$ cat config.mk
export PLATFORM = sky130hd
export DESIGN_NAME = ptp_evt_capture
export DESIGN_NICKNAME = d
export VERILOG_FILES = /design/src/rtl/ptp_cap_pkg.sv /design/src/rtl/ptp_cap_slot.sv /design/src/rtl/ptp_cap_tick.sv /design/src/rtl/ptp_cap_irq.sv /design/src/rtl/ptp_evt_capture.sv
export SDC_FILE = /design/constraint.sdc
export NUM_CORES = 1
export LEC_CHECK = 0
export BUFFER_PORTS_ARGS = -buffer_cell sky130_fd_sc_hd__clkbuf_2
export CAP_MARGIN = 20
export CORE_AREA = 5 5 180 182
export CTS_CLUSTER_SIZE = 40
export DETAILED_ROUTE_END_ITERATION = 8
export DIE_AREA = 0 0 185 187
export PLACE_DENSITY = 0.8
export RECOVER_POWER = 25
export SYNTH_ARGS = -nofsm -noshare
export SYNTH_HDL_FRONTEND = slang
export SYNTH_SLANG_ARGS = --single-unit
export TNS_END_PERCENT = 50
$ cat constraint.sdc
create_clock -name clk -period 14.25 [get_ports clk]
set_clock_uncertainty 0.1 [all_clocks]
set_input_delay 1.425 -clock clk [delete_from_list [all_inputs] [get_ports clk]]
set_output_delay 1.425 -clock clk [all_outputs]
set_load 0.03 [all_outputs]
$ cat src/rtl/ptp_cap_pkg.sv
package ptp_cap_pkg;

    localparam int REG_W = 16;
    localparam int SEQ_W = 16;
    localparam int MT_W  = 4;
    localparam int SEC_W = 48;
    localparam int NS_W  = 32;
    localparam int FR_W  = 20;
    localparam int LINK_N = 5;

    localparam int N_DIR  = 2;
    localparam int DIR_RX = 0;
    localparam int DIR_TX = 1;

    // register word map
    localparam int A_CTRL     = 0;
    localparam int A_IEN      = 1;
    localparam int A_IST      = 2;
    localparam int A_SET_BASE = 3;
    localparam int TS_WORDS   = 7;
    localparam int SET_WORDS  = TS_WORDS + 2;
    localparam int ADDR_SPAN  = A_SET_BASE + N_DIR * SET_WORDS;
    localparam int REG_ADDR_W = $clog2(ADDR_SPAN);

    // status / enable bit positions
    localparam int ST_TX   = 2;
    localparam int ST_RX   = 3;
    localparam int ST_TICK = 4;

    typedef enum logic [1:0] {
        CLK_BC_ONE = 2'd0,
        CLK_BC_TWO = 2'd1,
        CLK_TC_ONE = 2'd2,
        CLK_TC_TWO = 2'd3
    } clk_mode_e;

    // packs onto control bits [4:1]
    typedef struct packed {
        logic      attach_rx;
        logic      bypass;
        clk_mode_e mode;
    } ctrl_t;

    typedef struct packed {
        logic [SEC_W-1:0] sec;
        logic [NS_W-1:0]  nsec;
        logic [FR_W-1:0]  frac;
    } tod_t;

    typedef struct packed {
        tod_t             ts;
        logic [SEQ_W-1:0] seqid;
        logic [MT_W-1:0]  mtype;
    } capture_t;

    function automatic int link_bit(input int i);
        case (i)
            0:       return 10;
            1:       return 11;
            2:       return 13;
            3:       return 14;
            default: return 15;
        endcase
    endfunction

    function automatic logic [REG_W-1:0] impl_mask();
        logic [REG_W-1:0] m;
        m = '0;
        m[ST_TX]   = 1'b1;
        m[ST_RX]   = 1'b1;
        m[ST_TICK] = 1'b1;
        for (int i = 0; i < LINK_N; i++) m[link_bit(i)] = 1'b1;
        return m;
    endfunction

    // time words, most significant seconds first
    function automatic logic [REG_W-1:0] ts_word(input tod_t t, input int k);
        case (k)
            0:       return t.sec[47:32];
            1:       return t.sec[31:16];
            2:       return t.sec[15:0];
            3:       return t.nsec[31:16];
            4:       return t.nsec[15:0];
            5:       return t.frac[19:4];
            default: return {{(REG_W-4){1'b0}}, t.frac[3:0]};
        endcase
    endfunction

    function automatic logic [REG_W-1:0] set_word(input capture_t c, input int k);
        if (k == 0)
            return c.seqid;
        else if (k <= TS_WORDS)
            return ts_word(c.ts, k - 1);
        else
            return {c.mtype, {(REG_W-MT_W){1'b0}}};
    endfunction

endpackage

$ cat src/rtl/ptp_cap_slot.sv
module ptp_cap_slot
    import ptp_cap_pkg::*;
(
    input  logic             clk,
    input  logic             rst,
    input  logic             evt_vld,
    input  logic             gate_open,
    input  logic [SEQ_W-1:0] evt_seqid,
    input  logic [MT_W-1:0]  evt_mtype,
    input  tod_t             tod,
    output capture_t         cap,
    output logic             hit
);

    assign hit = evt_vld & gate_open;

    always_ff @(posedge clk) begin
        if (rst) begin
            cap <= '0;
        end else if (hit) begin
            cap.ts    <= tod;
            cap.seqid <= evt_seqid;
            cap.mtype <= evt_mtype;
        end
    end

    // the slot always holds the most recent admitted strobe
    a_r5_latest_capture: assert property (@(posedge clk) disable iff (rst)
        (evt_vld && gate_open) |=> (cap.seqid == $past(evt_seqid)) &&
                                   (cap.mtype == $past(evt_mtype)) &&
                                   (cap.ts == $past(tod)));

    // a closed gate freezes the slot
    a_r6_slot_frozen: assert property (@(posedge clk) disable iff (rst)
        !gate_open |=> $stable(cap));

endmodule

$ cat src/rtl/ptp_cap_tick.sv
module ptp_cap_tick #(
    parameter int NS_WIDTH = 32,
    parameter int TICK_NS  = 10_000_000
) (
    input  logic                clk,
    input  logic                rst,
    input  logic [NS_WIDTH-1:0] nsec,
    output logic                tick
);

    localparam longint NS_MAX = (64'd1 << NS_WIDTH) - 1;
    localparam int     BKT_W  = $clog2(NS_MAX / TICK_NS + 1);

    logic [BKT_W-1:0] bkt_now;
    logic [BKT_W-1:0] bkt_prev;
    logic             armed;

    assign bkt_now = BKT_W'(nsec / NS_WIDTH'(TICK_NS));
    assign tick    = armed && (bkt_now != bkt_prev);

    always_ff @(posedge clk) begin
        if (rst) begin
            armed    <= 1'b0;
            bkt_prev <= '0;
        end else begin
            armed    <= 1'b1;
            bkt_prev <= bkt_now;
        end
    end

    // an unchanged nanoseconds count never produces a tick
    a_r9_still_no_tick: assert property (@(posedge clk) disable iff (rst)
        (armed && $stable(nsec)) |-> !tick);

endmodule

$ cat src/rtl/ptp_cap_irq.sv
module ptp_cap_irq
    import ptp_cap_pkg::*;
(
    input  logic             clk,
    input  logic             rst,
    input  logic [REG_W-1:0] set_vec,
    input  logic             clr_rd,
    input  logic             ien_we,
    input  logic [REG_W-1:0] ien_wdata,
    output logic [REG_W-1:0] status,
    output logic [REG_W-1:0] enable,
    output logic             irq
);

    localparam logic [REG_W-1:0] IMPL = impl_mask();

    logic [REG_W-1:0] set_impl;
    assign set_impl = set_vec & IMPL;

    always_ff @(posedge clk) begin
        if (rst) begin
            status <= '0;
            enable <= '0;
        end else begin
            status <= (clr_rd ? '0 : status) | set_impl;
            if (ien_we) enable <= ien_wdata & IMPL;
        end
    end

    assign irq = |(status & enable);

    // a cause arriving with a clearing read is not lost
    a_r7_no_lost_event: assert property (@(posedge clk) disable iff (rst)
        (set_impl != '0) |=> ((status & $past(set_impl)) == $past(set_impl)));

    // a clearing read with no new cause empties the status word
    a_r7_read_clears: assert property (@(posedge clk) disable iff (rst)
        (clr_rd && set_impl == '0) |=> (status == '0));

    // the interrupt line only rises after a new cause or an enable write
    a_r8_rise_has_cause: assert property (@(posedge clk) disable iff (rst)
        $rose(irq) |-> ($past(set_impl != '0) || $past(ien_we)));

endmodule

$ cat src/rtl/ptp_evt_capture.sv
module ptp_evt_capture
    import ptp_cap_pkg::*;
#(
    parameter int TICK_NS = 10_000_000
) (
    input  logic                  clk,
    input  logic                  rst,
    input  logic [SEC_W-1:0]      tod_sec,
    input  logic [NS_W-1:0]       tod_nsec,
    input  logic [FR_W-1:0]       tod_frac,
    input  logic                  rx_evt_vld,
    input  logic [SEQ_W-1:0]      rx_evt_seqid,
    input  logic [MT_W-1:0]       rx_evt_mtype,
    input  logic                  tx_evt_vld,
    input  logic [SEQ_W-1:0]      tx_evt_seqid,
    input  logic [MT_W-1:0]       tx_evt_mtype,
    input  logic [LINK_N-1:0]     link_evt,
    input  logic [REG_ADDR_W-1:0] reg_addr,
    input  logic                  reg_wr,
    input  logic                  reg_rd,
    input  logic [REG_W-1:0]      reg_wdata,
    output logic [REG_W-1:0]      reg_rdata,
    output logic                  irq
);

    tod_t             tod_now;
    ctrl_t            ctrl;
    logic [N_DIR-1:0] evt_vld;
    logic [N_DIR-1:0] hit;
    logic [SEQ_W-1:0] evt_seq [N_DIR];
    logic [MT_W-1:0]  evt_mt  [N_DIR];
    capture_t         cap     [N_DIR];
    logic             tick;
    logic [REG_W-1:0] set_vec;
    logic [REG_W-1:0] status;
    logic [REG_W-1:0] enable;

    assign tod_now.sec  = tod_sec;
    assign tod_now.nsec = tod_nsec;
    assign tod_now.frac = tod_frac;

    assign evt_vld[DIR_RX] = rx_evt_vld;
    assign evt_vld[DIR_TX] = tx_evt_vld;
    assign evt_seq[DIR_RX] = rx_evt_seqid;
    assign evt_seq[DIR_TX] = tx_evt_seqid;
    assign evt_mt[DIR_RX]  = rx_evt_mtype;
    assign evt_mt[DIR_TX]  = tx_evt_mtype;

    // control register
    always_ff @(posedge clk) begin
        if (rst)
            ctrl <= '0;
        else if (reg_wr && int'(reg_addr) == A_CTRL)
            ctrl <= ctrl_t'(reg_wdata[4:1]);
    end

    for (genvar d = 0; d < N_DIR; d++) begin : g_dir
        ptp_cap_slot u_slot (
            .clk       (clk),
            .rst       (rst),
            .evt_vld   (evt_vld[d]),
            .gate_open (!ctrl.bypass),
            .evt_seqid (evt_seq[d]),
            .evt_mtype (evt_mt[d]),
            .tod       (tod_now),
            .cap       (cap[d]),
            .hit       (hit[d])
        );
    end

    ptp_cap_tick #(
        .NS_WIDTH (NS_W),
        .TICK_NS  (TICK_NS)
    ) u_tick (
        .clk  (clk),
        .rst  (rst),
        .nsec (tod_nsec),
        .tick (tick)
    );

    always_comb begin
        set_vec          = '0;
        set_vec[ST_RX]   = hit[DIR_RX];
        set_vec[ST_TX]   = hit[DIR_TX];
        set_vec[ST_TICK] = tick;
        for (int i = 0; i < LINK_N; i++) set_vec[link_bit(i)] = link_evt[i];
    end

    ptp_cap_irq u_irq (
        .clk       (clk),
        .rst       (rst),
        .set_vec   (set_vec),
        .clr_rd    (reg_rd && int'(reg_addr) == A_IST),
        .ien_we    (reg_wr && int'(reg_addr) == A_IEN),
        .ien_wdata (reg_wdata),
        .status    (status),
        .enable    (enable),
        .irq       (irq)
    );

    // read mux
    always_comb begin
        int a;
        a = int'(reg_addr);
        reg_rdata = '0;
        case (a)
            A_CTRL:  reg_rdata = {{(REG_W-5){1'b0}}, ctrl, 1'b0};
            A_IEN:   reg_rdata = enable;
            A_IST:   reg_rdata = status;
            default: reg_rdata = '0;
        endcase
        for (int d = 0; d < N_DIR; d++) begin
            if (a >= A_SET_BASE + d * SET_WORDS && a < A_SET_BASE + (d + 1) * SET_WORDS)
                reg_rdata = set_word(cap[d], a - A_SET_BASE - d * SET_WORDS);
        end
    end

    // with bypass set, an unset capture flag stays unset
    a_r6_bypass_no_flag: assert property (@(posedge clk) disable iff (rst)
        (ctrl.bypass && !status[ST_RX] && !status[ST_TX]) |=>
            (!status[ST_RX] && !status[ST_TX]));

endmodule

==> results.cfg <==
[hold_path]
worstHoldPathType = flip-flop to flip-flop

[global_routing]
grt_max_degree = 134
gr-usage-met1 = 0.4871
grt_use_total = 0.3380
top_usage_layer = met2
antenna_found_initial = 6
gr-total-overflow = 0
grt_pass1_wl_mm = 96.93
met2_usage = 0.5139
grt_use_met3 = 0.06068
first_global_vias = 18030

[sta]
fmax_mhz = 74.97
finalHoldViolCount = 0
max_slew_margin = -2.774
worstMarginPinSlew_ns = 5.661
finalCriticalPeriod_ns = 13.34
slew_viol_final = 321
rsz0062_at_grt = no
tns_ns = 0
period_share = 0.9361
finalSetupViolCount = 0

[clock_tree]
cts_made_buffers = 26
clk_latency_ns = 0.53
cts_max_level = 1
clockBufferDepth = 3
clkTransAtPathRegs_ns = 0.06
cts_sinks = 270
cts_tree = built
holdBufCountCts = 0
root_buffer = clkbuf_16

[placement]
dp_hpwl_mm = 45.87
place.gp.congestion = 0.9716
numPortBuffers = 181

[synth]
yosysWarnings = 0
yosys_most_used_dff = dfxtp_1
yosysTopAreaCellShare = 0.3000
ys_seq_elements = 270
yosysSeqAreaShare = 0.3000
synth.area.top_cells = dfxtp_1 (30%), nand2_1 (13%), a21oi_1 (9.6%), a22oi_1 (4.8%), xnor2_1 (3.9%)
ys_top_cells_by_count = nand2_1 (617), a21oi_1 (345), dfxtp_1 (270)
syn_nets = 2696
synth_edf_count = 0
async_reset_ff_frac = 0
syn_inst = 2518
synth.avg_cell_area_um2 = 7.155
synthMostInstantiatedCell = nand2_1
syn_area_mm2 = 0.01802
synth_top_cell_by_area = dfxtp_1
ys_types = 119

[routing]
vias = 19890
wl_per_cell_um = 20.79
first_pass_iters = 6
drt-initial-drc-count = 2373
route.detailed.drc = 0
wl_mm = 62.34
viasPerCell = 6.634
ant_nets = 0

[worst_setup_path]
critical_path.max_stage_delay_ns = 0.58
crit_type = input port to flip-flop
slowest_stage = nor4_1
critPathCaptureType = flip-flop
cp_top_family = compound AO/OA/AOI/OAI gates
cp.required_ns = 14.57
crit_buf_inv = 1
cp-start-kind = input port
cp.arrival_ns = 13.66
cp_max_fo = 18

[floorplan]
dieArea_mm2 = 0.03460
start_util = 0.5921
rows = 64
die_h_um = 187
die_w_um = 185
core_area_mm2 = 0.03043
ios = 189

[run]
maxCapViolCount = 3

[final_layout]
syn_to_final_growth_pct = 10.03
drive_gt1_frac = 0.1326
nets = 2761
fillCellCount = 2738
fin_util = 0.6514

[outcome]
violations = max-capacitance violations, max-slew violations
status = complete, but fails checks
==> cells in the final DEF (no fill, tap or decap), types with 12 or more instances in the layout <==
| cell | instances |
|---|---|
| a22oi_1 | 116 |
| o211ai_1 | 29 |
| nand4_1 | 40 |
| o22ai_1 | 23 |
| mux2i_1 | 14 |
| a31oi_1 | 17 |
| o21ai_1 | 14 |
| a21oi_1 | 345 |
| xor2_1 | 30 |
| clkbuf_2 | 179 |
| nor2b_1 | 12 |
| and3_1 | 29 |
| xnor2_1 | 81 |
| and2_1 | 34 |
| o21ai_0 | 64 |
| nand3_1 | 58 |
| buf_4 | 38 |
| nand2_1 | 617 |
| a211oi_1 | 25 |
| dfxtp_1 | 270 |
| nor2_1 | 117 |
| a221oi_1 | 13 |
| clkbuf_16 | 27 |
| nor4_1 | 20 |
| a21o_1 | 15 |
| nor3_1 | 47 |
| inv_1 | 23 |
| or3_1 | 14 |
==> metal layers <==
metal / vias to the layer above / routed length [um]
met5: - / 40
met4: 6 / 2012
met3: 154 / 6775
met2: 1096 / 27520
met1: 9399 / 25990
li1: 9239 / -
==> kinds of logic (layout without fill, tap and decap cells) <==
| family | Yosys count | count (layout) | share of synthesized area |
|---|---|---|---|
| AND/OR/NAND/NOR | 1056 | 1056 | 0.2640 |
| adder cells (fa/ha/maj) | 9 | 9 | 0.005834 |
| XOR/XNOR | 112 | 112 | 0.05487 |
| multiplexers | 22 | 22 | 0.01292 |
| buffers and inverters | 210 | 293 | 0.04785 |
| flip-flops | 270 | 270 | 0.3000 |
| AO/OA/AOI/OAI | 839 | 839 | 0.3145 |
| other | 0 | 2 | 0 |
==> worst register-to-register path: cells and delay by family, from the launching register on <==
kind	cells	cell delay [ns]
compound gates	1	0.29
flops	1	0.58
simple gates	2	1.07
buf+inv	1	3.25
==> sequential cells by signal, indices dropped and copies added, names as in the netlist <==
signal and count:
ctrl 4, g_dir.u_slot.cap 240, u_irq.enable 8, u_irq.status 8, u_tick.armed 1, u_tick.bkt_prev 9
==> worst paths after layout <==
path | cells after the start | from | end | slack, ns
worst max-delay path | 37 | tod_nsec[0] | u_irq.status[4] | 0.91
worst min-delay path | 2 | g_dir[0].u_slot.cap[80] | g_dir[0].u_slot.cap[80] | 0.35
worst max register to register | 4 | ctrl[2] | g_dir[1].u_slot.cap[78] | 8.81
worst min register to register | 2 | g_dir[0].u_slot.cap[80] | g_dir[0].u_slot.cap[80] | 0.35
==> repair_timing <==
action                     4_1_cts  5_1_grt
setup endpoints to repair        0        1
gates resized for setup          0        1
setup buffers                    0        0
==> cell type report <==
| type | count | area, um^2 | area share |
|---|---|---|---|
| tap | 396 | 495.5 | 0.02500 |
| clock inverter | 7 | 35.03 | 0.001767 |
| sequential | 270 | 5405 | 0.2727 |
| multi-input combinational | 2038 | 11790 | 0.5946 |
| inverter | 26 | 97.59 | 0.004923 |
| clock buffer | 39 | 800.8 | 0.04040 |
| antenna | 2 | 5.005 | 0.0002525 |
| timing repair buffer | 221 | 1196 | 0.06034 |
==> metrics by stage <==
| step | cell area (um^2) | worst slack [ns] | std cells | hold slack [ns] |
|---|---|---|---|---|
| 3_3_place_gp | 19000 | 0.8889 | 2951 | 0.3411 |
| 4_1_cts | 19840 | 1.077 | 2997 | 0.3545 |
| 5_1_grt | 19820 | 0.07255 | 2999 | 0.3714 |
| 3_5_place_dp | 19000 | 0.5795 | 2951 | 0.3460 |
| 2_1_floorplan | 18020 | 2.786 | 2518 | 0.3332 |
| 6_report | 19820 | 0.9109 | 2999 | 0.3542 |
Power is left out: the tool's default activity adds up to more than one toggle a clock period on the data nets, which glitch-free logic cannot reach.
